## config.mk

```make
export PLATFORM = sky130hd
export DESIGN_NAME = trace_trigger_filter
export DESIGN_NICKNAME = d
export VERILOG_FILES = /design/src/rtl/tt_pkg.sv /design/src/rtl/tt_range_cmp.sv /design/src/rtl/tt_mask_cmp.sv /design/src/rtl/tt_event_counter.sv /design/src/rtl/tt_sequencer.sv /design/src/rtl/trace_trigger_filter.sv
export SDC_FILE = /design/constraint.sdc
export NUM_CORES = 1
export LEC_CHECK = 0
export BUFFER_PORTS_ARGS = -buffer_cell sky130_fd_sc_hd__buf_2
export CORE_AREA = 4 4 199 201
export CTS_BUF_LIST = sky130_fd_sc_hd__clkbuf_8 sky130_fd_sc_hd__clkbuf_16
export DETAILED_ROUTE_END_ITERATION = 8
export DIE_AREA = 0 0 203 205
export PLACE_DENSITY = 0.57
export SLEW_MARGIN = 25
export SYNTH_ARGS = -nofsm -noshare
export SYNTH_HDL_FRONTEND = slang
export SYNTH_SLANG_ARGS = --single-unit
```

## constraint.sdc

```tcl
create_clock -name clk -period 16 [get_ports clk]
set_clock_uncertainty 0.05 [all_clocks]
set_input_delay 4 -clock clk [delete_from_list [all_inputs] [get_ports clk]]
set_output_delay 4 -clock clk [all_outputs]
set_load 0.005 [all_outputs]
```

## src/rtl/tt_pkg.sv

```systemverilog
package tt_pkg;
  typedef enum logic [1:0] {
    SEQ_S1 = 2'd1,
    SEQ_S2 = 2'd2,
    SEQ_S3 = 2'd3
  } seq_state_e;

  localparam int SEQ_MOVES = 5;  // 1->2, 2->1, 2->3, 3->1, 3->2
endpackage

```

## src/rtl/tt_range_cmp.sv

```systemverilog
module tt_range_cmp #(
  parameter int AW = 32
) (
  input  logic          exec_valid,
  input  logic [AW-1:0] exec_addr,
  input  logic          data_valid,
  input  logic [AW-1:0] data_addr,
  input  logic [AW-1:0] lo,
  input  logic [AW-1:0] hi,
  input  logic          on_data,
  output logic          hit
);
  logic [AW-1:0] addr;
  logic          vld;

  always_comb begin
    addr = on_data ? data_addr  : exec_addr;
    vld  = on_data ? data_valid : exec_valid;
    hit  = vld && (addr >= lo) && (addr <= hi);
  end
endmodule

```

## src/rtl/tt_mask_cmp.sv

```systemverilog
module tt_mask_cmp #(
  parameter int W = 32
) (
  input  logic [W-1:0] value,
  input  logic [W-1:0] ref_val,
  input  logic [W-1:0] dont_care,
  output logic         match
);
  always_comb match = (((value ^ ref_val) & ~dont_care) == '0);
endmodule

```

## src/rtl/tt_event_counter.sv

```systemverilog
module tt_event_counter #(
  parameter int CW = 16
) (
  input  logic          clk,
  input  logic          rst,
  input  logic [CW-1:0] reload_val,
  input  logic          dec,
  input  logic          rld,
  output logic          zero_ev
);
  logic [CW-1:0] cnt;

  always_ff @(posedge clk) begin
    if (rst) begin
      cnt     <= reload_val;
      zero_ev <= 1'b0;
    end else begin
      zero_ev <= 1'b0;
      if (rld) begin
        cnt <= reload_val;
      end else if (dec) begin
        if (cnt == CW'(1)) begin
          cnt     <= reload_val;
          zero_ev <= 1'b1;
        end else begin
          cnt <= cnt - CW'(1);
        end
      end
    end
  end

  // a zero event only follows a decrement cycle
  a_r7_zero_after_dec: assert property (@(posedge clk) disable iff (rst)
    zero_ev |-> $past(dec) && !$past(rld));

  // plain decrement steps by one
  a_r7_step_down: assert property (@(posedge clk) disable iff (rst)
    (dec && !rld && cnt > CW'(1)) |=> (cnt == $past(cnt) - CW'(1)) && !zero_ev);
endmodule

```

## src/rtl/tt_sequencer.sv

```systemverilog
module tt_sequencer
  import tt_pkg::*;
#(
  parameter int EVW = 4
) (
  input  logic                       clk,
  input  logic                       rst,
  input  logic [(1<<EVW)-1:0]        ev,
  input  logic [SEQ_MOVES*EVW-1:0]   move_sel,
  input  logic [1:0]                 trig_state,
  input  logic [EVW-1:0]             trig_sel,
  input  logic                       arm,
  output logic [1:0]                 state,
  output logic                       trigger
);
  seq_state_e st, st_nxt;
  logic [SEQ_MOVES-1:0] mv;
  logic fired, trig_cond;

  for (genvar k = 0; k < SEQ_MOVES; k++) begin : g_mv
    assign mv[k] = ev[move_sel[k*EVW +: EVW]];
  end

  always_comb begin
    st_nxt = st;
    case (st)
      SEQ_S1: if (mv[0]) st_nxt = SEQ_S2;
      SEQ_S2: if (mv[1]) st_nxt = SEQ_S1;
              else if (mv[2]) st_nxt = SEQ_S3;
      SEQ_S3: if (mv[3]) st_nxt = SEQ_S1;
              else if (mv[4]) st_nxt = SEQ_S2;
      default: st_nxt = SEQ_S1;
    endcase
  end

  assign trig_cond = !arm && !fired && (2'(st) == trig_state) && ev[trig_sel];

  always_ff @(posedge clk) begin
    if (rst) begin
      st      <= SEQ_S1;
      fired   <= 1'b0;
      trigger <= 1'b0;
    end else begin
      st      <= st_nxt;
      trigger <= trig_cond;
      fired   <= arm ? 1'b0 : (fired | trig_cond);
    end
  end

  assign state = 2'(st);

  // state never leaves the legal set
  a_r8_legal_state: assert property (@(posedge clk) disable iff (rst)
    state != 2'd0);

  // state 1 cannot jump straight to 3
  a_r8_no_skip: assert property (@(posedge clk) disable iff (rst)
    (state == 2'd1) |=> (state != 2'd3));

  // trigger is a single-cycle pulse
  a_r9_single_pulse: assert property (@(posedge clk) disable iff (rst)
    trigger |=> !trigger);

  // no trigger out of an arm cycle
  a_r9_arm_blocks: assert property (@(posedge clk) disable iff (rst)
    arm |=> !trigger);
endmodule

```

## src/rtl/trace_trigger_filter.sv

```systemverilog
module trace_trigger_filter
  import tt_pkg::*;
#(
  parameter int AW      = 32,
  parameter int DW      = 32,
  parameter int CIDW    = 32,
  parameter int N_RANGE = 2,
  parameter int N_CID   = 2,
  parameter int N_EXT   = 2,
  parameter int N_CNT   = 2,
  parameter int CNTW    = 16,
  parameter int EVW     = 4
) (
  input  logic                        clk,
  input  logic                        rst,
  input  logic                        exec_valid,
  input  logic [AW-1:0]               exec_addr,
  input  logic                        data_valid,
  input  logic [AW-1:0]               data_addr,
  input  logic [DW-1:0]               data_value,
  input  logic [CIDW-1:0]             ctx_id,
  input  logic [N_EXT-1:0]            ext_evt,
  input  logic [N_RANGE*AW-1:0]       cfg_rng_lo,
  input  logic [N_RANGE*AW-1:0]       cfg_rng_hi,
  input  logic [N_RANGE-1:0]          cfg_rng_on_data,
  input  logic [N_RANGE-1:0]          cfg_rng_incl,
  input  logic [N_RANGE-1:0]          cfg_rng_excl,
  input  logic [N_CID*CIDW-1:0]       cfg_cid_val,
  input  logic [CIDW-1:0]             cfg_cid_mask,
  input  logic [DW-1:0]               cfg_dval_val,
  input  logic [DW-1:0]               cfg_dval_mask,
  input  logic                        cfg_ss_en,
  input  logic [EVW-1:0]              cfg_start_sel,
  input  logic [EVW-1:0]              cfg_stop_sel,
  input  logic [N_CNT*CNTW-1:0]       cfg_cnt_reload,
  input  logic [N_CNT*EVW-1:0]        cfg_cnt_dec_sel,
  input  logic [N_CNT*EVW-1:0]        cfg_cnt_rld_sel,
  input  logic [SEQ_MOVES*EVW-1:0]    cfg_seq_sel,
  input  logic [1:0]                  cfg_trig_state,
  input  logic [EVW-1:0]              cfg_trig_sel,
  input  logic                        arm,
  output logic                        trace_en,
  output logic                        trigger,
  output logic [1:0]                  seq_state
);
  localparam int EV_RNG  = 2;
  localparam int EV_CID  = EV_RNG + N_RANGE;
  localparam int EV_DVAL = EV_CID + N_CID;
  localparam int EV_EXT  = EV_DVAL + 1;
  localparam int EV_CNT  = EV_EXT + N_EXT;
  localparam int NSLOT   = 1 << EVW;

  logic [N_RANGE-1:0] rng_hit;
  logic [N_CID-1:0]   cid_hit;
  logic               dval_eq, dval_hit;
  logic [N_CNT-1:0]   cnt_zero;
  logic [NSLOT-1:0]   ev;
  logic               ev_start, ev_stop;
  logic               latch, latch_nxt;
  logic               elem, incl_ok, excl_hit;

  for (genvar i = 0; i < N_RANGE; i++) begin : g_rng
    tt_range_cmp #(.AW(AW)) u_rng (
      .exec_valid (exec_valid),
      .exec_addr  (exec_addr),
      .data_valid (data_valid),
      .data_addr  (data_addr),
      .lo         (cfg_rng_lo[i*AW +: AW]),
      .hi         (cfg_rng_hi[i*AW +: AW]),
      .on_data    (cfg_rng_on_data[i]),
      .hit        (rng_hit[i])
    );
  end

  for (genvar i = 0; i < N_CID; i++) begin : g_cid
    tt_mask_cmp #(.W(CIDW)) u_cid (
      .value     (ctx_id),
      .ref_val   (cfg_cid_val[i*CIDW +: CIDW]),
      .dont_care (cfg_cid_mask),
      .match     (cid_hit[i])
    );
  end

  tt_mask_cmp #(.W(DW)) u_dval (
    .value     (data_value),
    .ref_val   (cfg_dval_val),
    .dont_care (cfg_dval_mask),
    .match     (dval_eq)
  );
  assign dval_hit = data_valid && dval_eq;

  always_comb begin
    ev = '0;
    ev[1] = 1'b1;
    for (int i = 0; i < N_RANGE; i++) ev[EV_RNG + i] = rng_hit[i];
    for (int i = 0; i < N_CID; i++)   ev[EV_CID + i] = cid_hit[i];
    ev[EV_DVAL] = dval_hit;
    for (int i = 0; i < N_EXT; i++)   ev[EV_EXT + i] = ext_evt[i];
    for (int i = 0; i < N_CNT; i++)   ev[EV_CNT + i] = cnt_zero[i];
  end

  for (genvar i = 0; i < N_CNT; i++) begin : g_cnt
    tt_event_counter #(.CW(CNTW)) u_cnt (
      .clk        (clk),
      .rst        (rst),
      .reload_val (cfg_cnt_reload[i*CNTW +: CNTW]),
      .dec        (ev[cfg_cnt_dec_sel[i*EVW +: EVW]]),
      .rld        (ev[cfg_cnt_rld_sel[i*EVW +: EVW]]),
      .zero_ev    (cnt_zero[i])
    );
  end

  tt_sequencer #(.EVW(EVW)) u_seq (
    .clk        (clk),
    .rst        (rst),
    .ev         (ev),
    .move_sel   (cfg_seq_sel),
    .trig_state (cfg_trig_state),
    .trig_sel   (cfg_trig_sel),
    .arm        (arm),
    .state      (seq_state),
    .trigger    (trigger)
  );

  // Filter: start/stop latch and include/exclude
  assign ev_start = ev[cfg_start_sel];
  assign ev_stop  = ev[cfg_stop_sel];

  always_comb begin
    if (ev_start)     latch_nxt = 1'b1;
    else if (ev_stop) latch_nxt = 1'b0;
    else              latch_nxt = latch;
    elem     = exec_valid || data_valid;
    incl_ok  = (cfg_rng_incl == '0) || |(cfg_rng_incl & rng_hit);
    excl_hit = |(cfg_rng_excl & rng_hit);
  end

  always_ff @(posedge clk) begin
    if (rst) begin
      latch    <= 1'b0;
      trace_en <= 1'b0;
    end else begin
      latch    <= latch_nxt;
      trace_en <= elem && incl_ok && !excl_hit && (!cfg_ss_en || latch_nxt);
    end
  end

  // nothing traced after a cycle with no element
  a_r5_idle_no_trace: assert property (@(posedge clk) disable iff (rst)
    (!exec_valid && !data_valid) |=> !trace_en);

  // an excluded hit is never traced
  a_r5_excl_blocks: assert property (@(posedge clk) disable iff (rst)
    excl_hit |=> !trace_en);

  // stop alone closes the gate in its own cycle
  a_r6_stop_closes: assert property (@(posedge clk) disable iff (rst)
    (cfg_ss_en && ev_stop && !ev_start) |=> !trace_en);
endmodule

```

==> metrics <==
clk sinks 40; power share of the clock group between 15 and 20%; clock buffer depth 2; met3 wire length a little over 4 mm; Final min period 8540 ps; vias per cell roughly 4.8; Crit path max-delay family simple AND/OR/NAND/NOR gates; Top FF cell, synth edfxtp_1; Fin. Hold Viols 0; Worst Setup Start Kind input port; crit-path max cell delay between 600 and 700 ps; unrepaired setup endpoints after global routing no; Post-CTS Setup Bufs 0; worst endpoint data arrival time ~8400 ps; most frequent cells in the layout buf_2, inv_1, ha_1, xnor2_1, mux2_2; Residual DRC 0; DR vias a little over 10000; EDFF count, synth 32; Yosys cell types 64; gr usage total between 10% and 20%; Core Region roughly 38000 sq um; Warnings, synthesis 0; Area Growth Syn to Fin 37.9%; first-pass GRT wire length a little under 60 mm; Slew Limit Fails 0; cells after synthesis 1076; GPL Wtd Cong approximately 1.1; sequential-to-total area share from yosys stat between 10% and 20%; total iterations of the first detailed-routing run 7; PwrDens about 47 nW/um^2; chip width approximately 200 um; max frequency 117 MHz; Worst Hold Class register to register; Skew-Pair Late Insertion Delay about 280 ps; setup TNS 0 ps; syn nets 1720; drt total wl around 41 mm; TritonCTS buffer count 5; Final Setup Violations 0; Reg2Reg Depth 6; mean post-synth cell area between 8 and 9 sq um; Crit Path Category input port to register; hold depth 2; Max Cap Violations 0; CTS resizes 0; antenna-violating nets left 0; Logic pwr share between 50% and 60%; initial cell density of the core 22.9%; initial antenna violation count 20; Die H 205 um; Final Cycle Share around 53%; Detail Placement HPWL about 36 mm; Worst EP required 15860 ps; crit-path max FO 33; crit path max-delay cell type nor4_1; Reg power frac between 20% and 30%; Yosys reg bits 40; Max-slew headroom approximately 37%; WL met1 between 15 and 20 mm; Final Net Count approximately 2200; Top Layer Used met5; CTS root buf clkbuf_16; H-tree depth 2; status finished clean; Buffers & Inverters on Critical Path 1; post-synthesis cell area between 8000 and 9000 sq um; DRC marker count from the first detailed-route iteration 661; fraction of registers with async set/reset 0%; PortBufs around 520; Peak VDD IR between 0.03 and 0.04 mV; grt total ovfl 0; CP Cell Sequence buf_2 > mux2_2 > ha_1 > nand4_1 > nor4_1 > nand2_1 > a21oi_2 > a31oi_1 > o311ai_0 > o21ai_0 > nand2b_1; most common cell after layout, fill and taps aside buf_2; hold buffers post-CTS 0; internal power 0.342 mW; Sw Ratio between 30% and 40%; Cell Rows 71; Psw ~0.22 mW; Ports 516; Worst Setup End Kind register; routed len/inst 19.5 um; layout cells sized above 1 about 39%; met2 WL post-DR around 19 mm; CP Depth 11; clock-pin slew on the worst setup and hold paths about 60 ps; CTS tree done; Tightest Pin Transition around 950 ps; largest net degree at the start of global routing 34; Pleak about 5.8 nW; vias in the first global route 10200; Pwr Total 0.562 mW; die area 41600 sq um
power by group through the flow:
stage / Combinational (mW) / Clock [mW] / Sequential, mW
2_1_floorplan: 0.179 / 0 / 0.146
3_3_place_gp: 0.305 / 0 / 0.150
3_5_place_dp: 0.310 / 0 / 0.150
4_1_cts: 0.312 / 0.101 / 0.148
5_1_grt: 0.349 / 0.104 / 0.151
6_report: 0.314 / 0.0998 / 0.149
sequential cells by signal, indices dropped and copies added (netlist names):
signal	flops
u_seq.fired	1
g_cnt.u_cnt.cnt	32
g_cnt.u_cnt.zero_ev	2
u_seq.trigger	1
latch	1
trace_en	1
u_seq.state	2
through the flow:
| stage | instances | hold WS, ps | setup WS (ps) | util [%] | cell area (sq um) |
|---|---|---|---|---|---|
| 2_1_floorplan | 1076 | 375 | 8220 | - | 8610 |
| 3_3_place_gp | 2072 | 392 | 7130 | 31.1 | 11700 |
| 3_5_place_dp | 2072 | 402 | 7040 | 31.1 | 11700 |
| 4_1_cts | 2080 | 411 | 7320 | 31.5 | 11800 |
| 5_1_grt | 2085 | 444 | 6990 | 31.5 | 11900 |
| 6_report | 2091 | 411 | 7460 | 31.6 | 11900 |
cells by family after synthesis:
group / Yosys count / synth area share [%]
XOR/XNOR: 126 / 12.8
AND/OR/NAND/NOR: 237 / 13.8
buffers and inverters: 186 / 8.41
adder cells (fa/ha/maj): 132 / 19.2
AO/OA/AOI/OAI: 245 / 18.6
multiplexers: 110 / 14.1
flip-flops: 40 / 13.0
Yosys cell counts (all sizes together), types with 5 or more instances:
master,number,area [sq um]
inv,153,574
ha,132,1650
xnor2,108,946
mux2,93,1050
nand2,70,263
a21oi,61,309
o22ai,55,344
nor2,49,184
edfxtp,32,961
o21ai,28,140
nand4,25,156
clkbuf,24,92.6
nor4,24,150
nor3,22,110
o211ai,18,135
xor2,18,158
mux2i,17,170
a211oi,16,125
a31oi,16,100
buf,9,57.6
dfxtp,8,160
nand2b,8,50.1
nand3,7,35.0
or4,7,52.6
a221oi,6,52.6
nand3b,6,45.0
nor2b,6,37.5
a21o,5,37.5
o311ai,5,43.8
per-layer routing:
layer | GRT usage, % | vias to the layer above
met2 | 29.3 | 476
met4 | 4.44 | 20
met3 | 5.21 | 77
li1 | - | 4917
met5 | 0 | -
met1 | 23.3 | 4605
area by class of cell:
type | count | area (sq um)
Tap cell | 511 | 639
Clock buffer | 5 | 125
Fill cell | 4080 | 25700
Antenna cell | 11 | 27.5
Timing Repair Buffer | 518 | 2600
Clock inverter | 3 | 18.8
Multi-Input combinational cell | 850 | 6760
Inverter | 153 | 574
Sequential cell | 40 | 1120
final timing paths:
kind,startpoint,to,slack [ps]
hold / removal,u_seq.fired$_SDFF_PP0_,u_seq.fired$_SDFF_PP0_,410
setup / recovery,cfg_rng_on_data[0],g_cnt[1].u_cnt.cnt[10]$_DFFE_PP_,7460
setup reg to reg,g_cnt[0].u_cnt.cnt[2]$_DFFE_PP_,g_cnt[0].u_cnt.cnt[9]$_DFFE_PP_,13140
hold reg to reg,u_seq.fired$_SDFF_PP0_,u_seq.fired$_SDFF_PP0_,410
worst min-delay path, delay by kind of cell (launching register included):
family | cells | cell delay [ps]
flip-flops | 1 | 310
AO/OA/AOI/OAI | 1 | 50
buffers and inverters | 1 | 50
No activity file was read; power rests on OpenSTA's default activity.
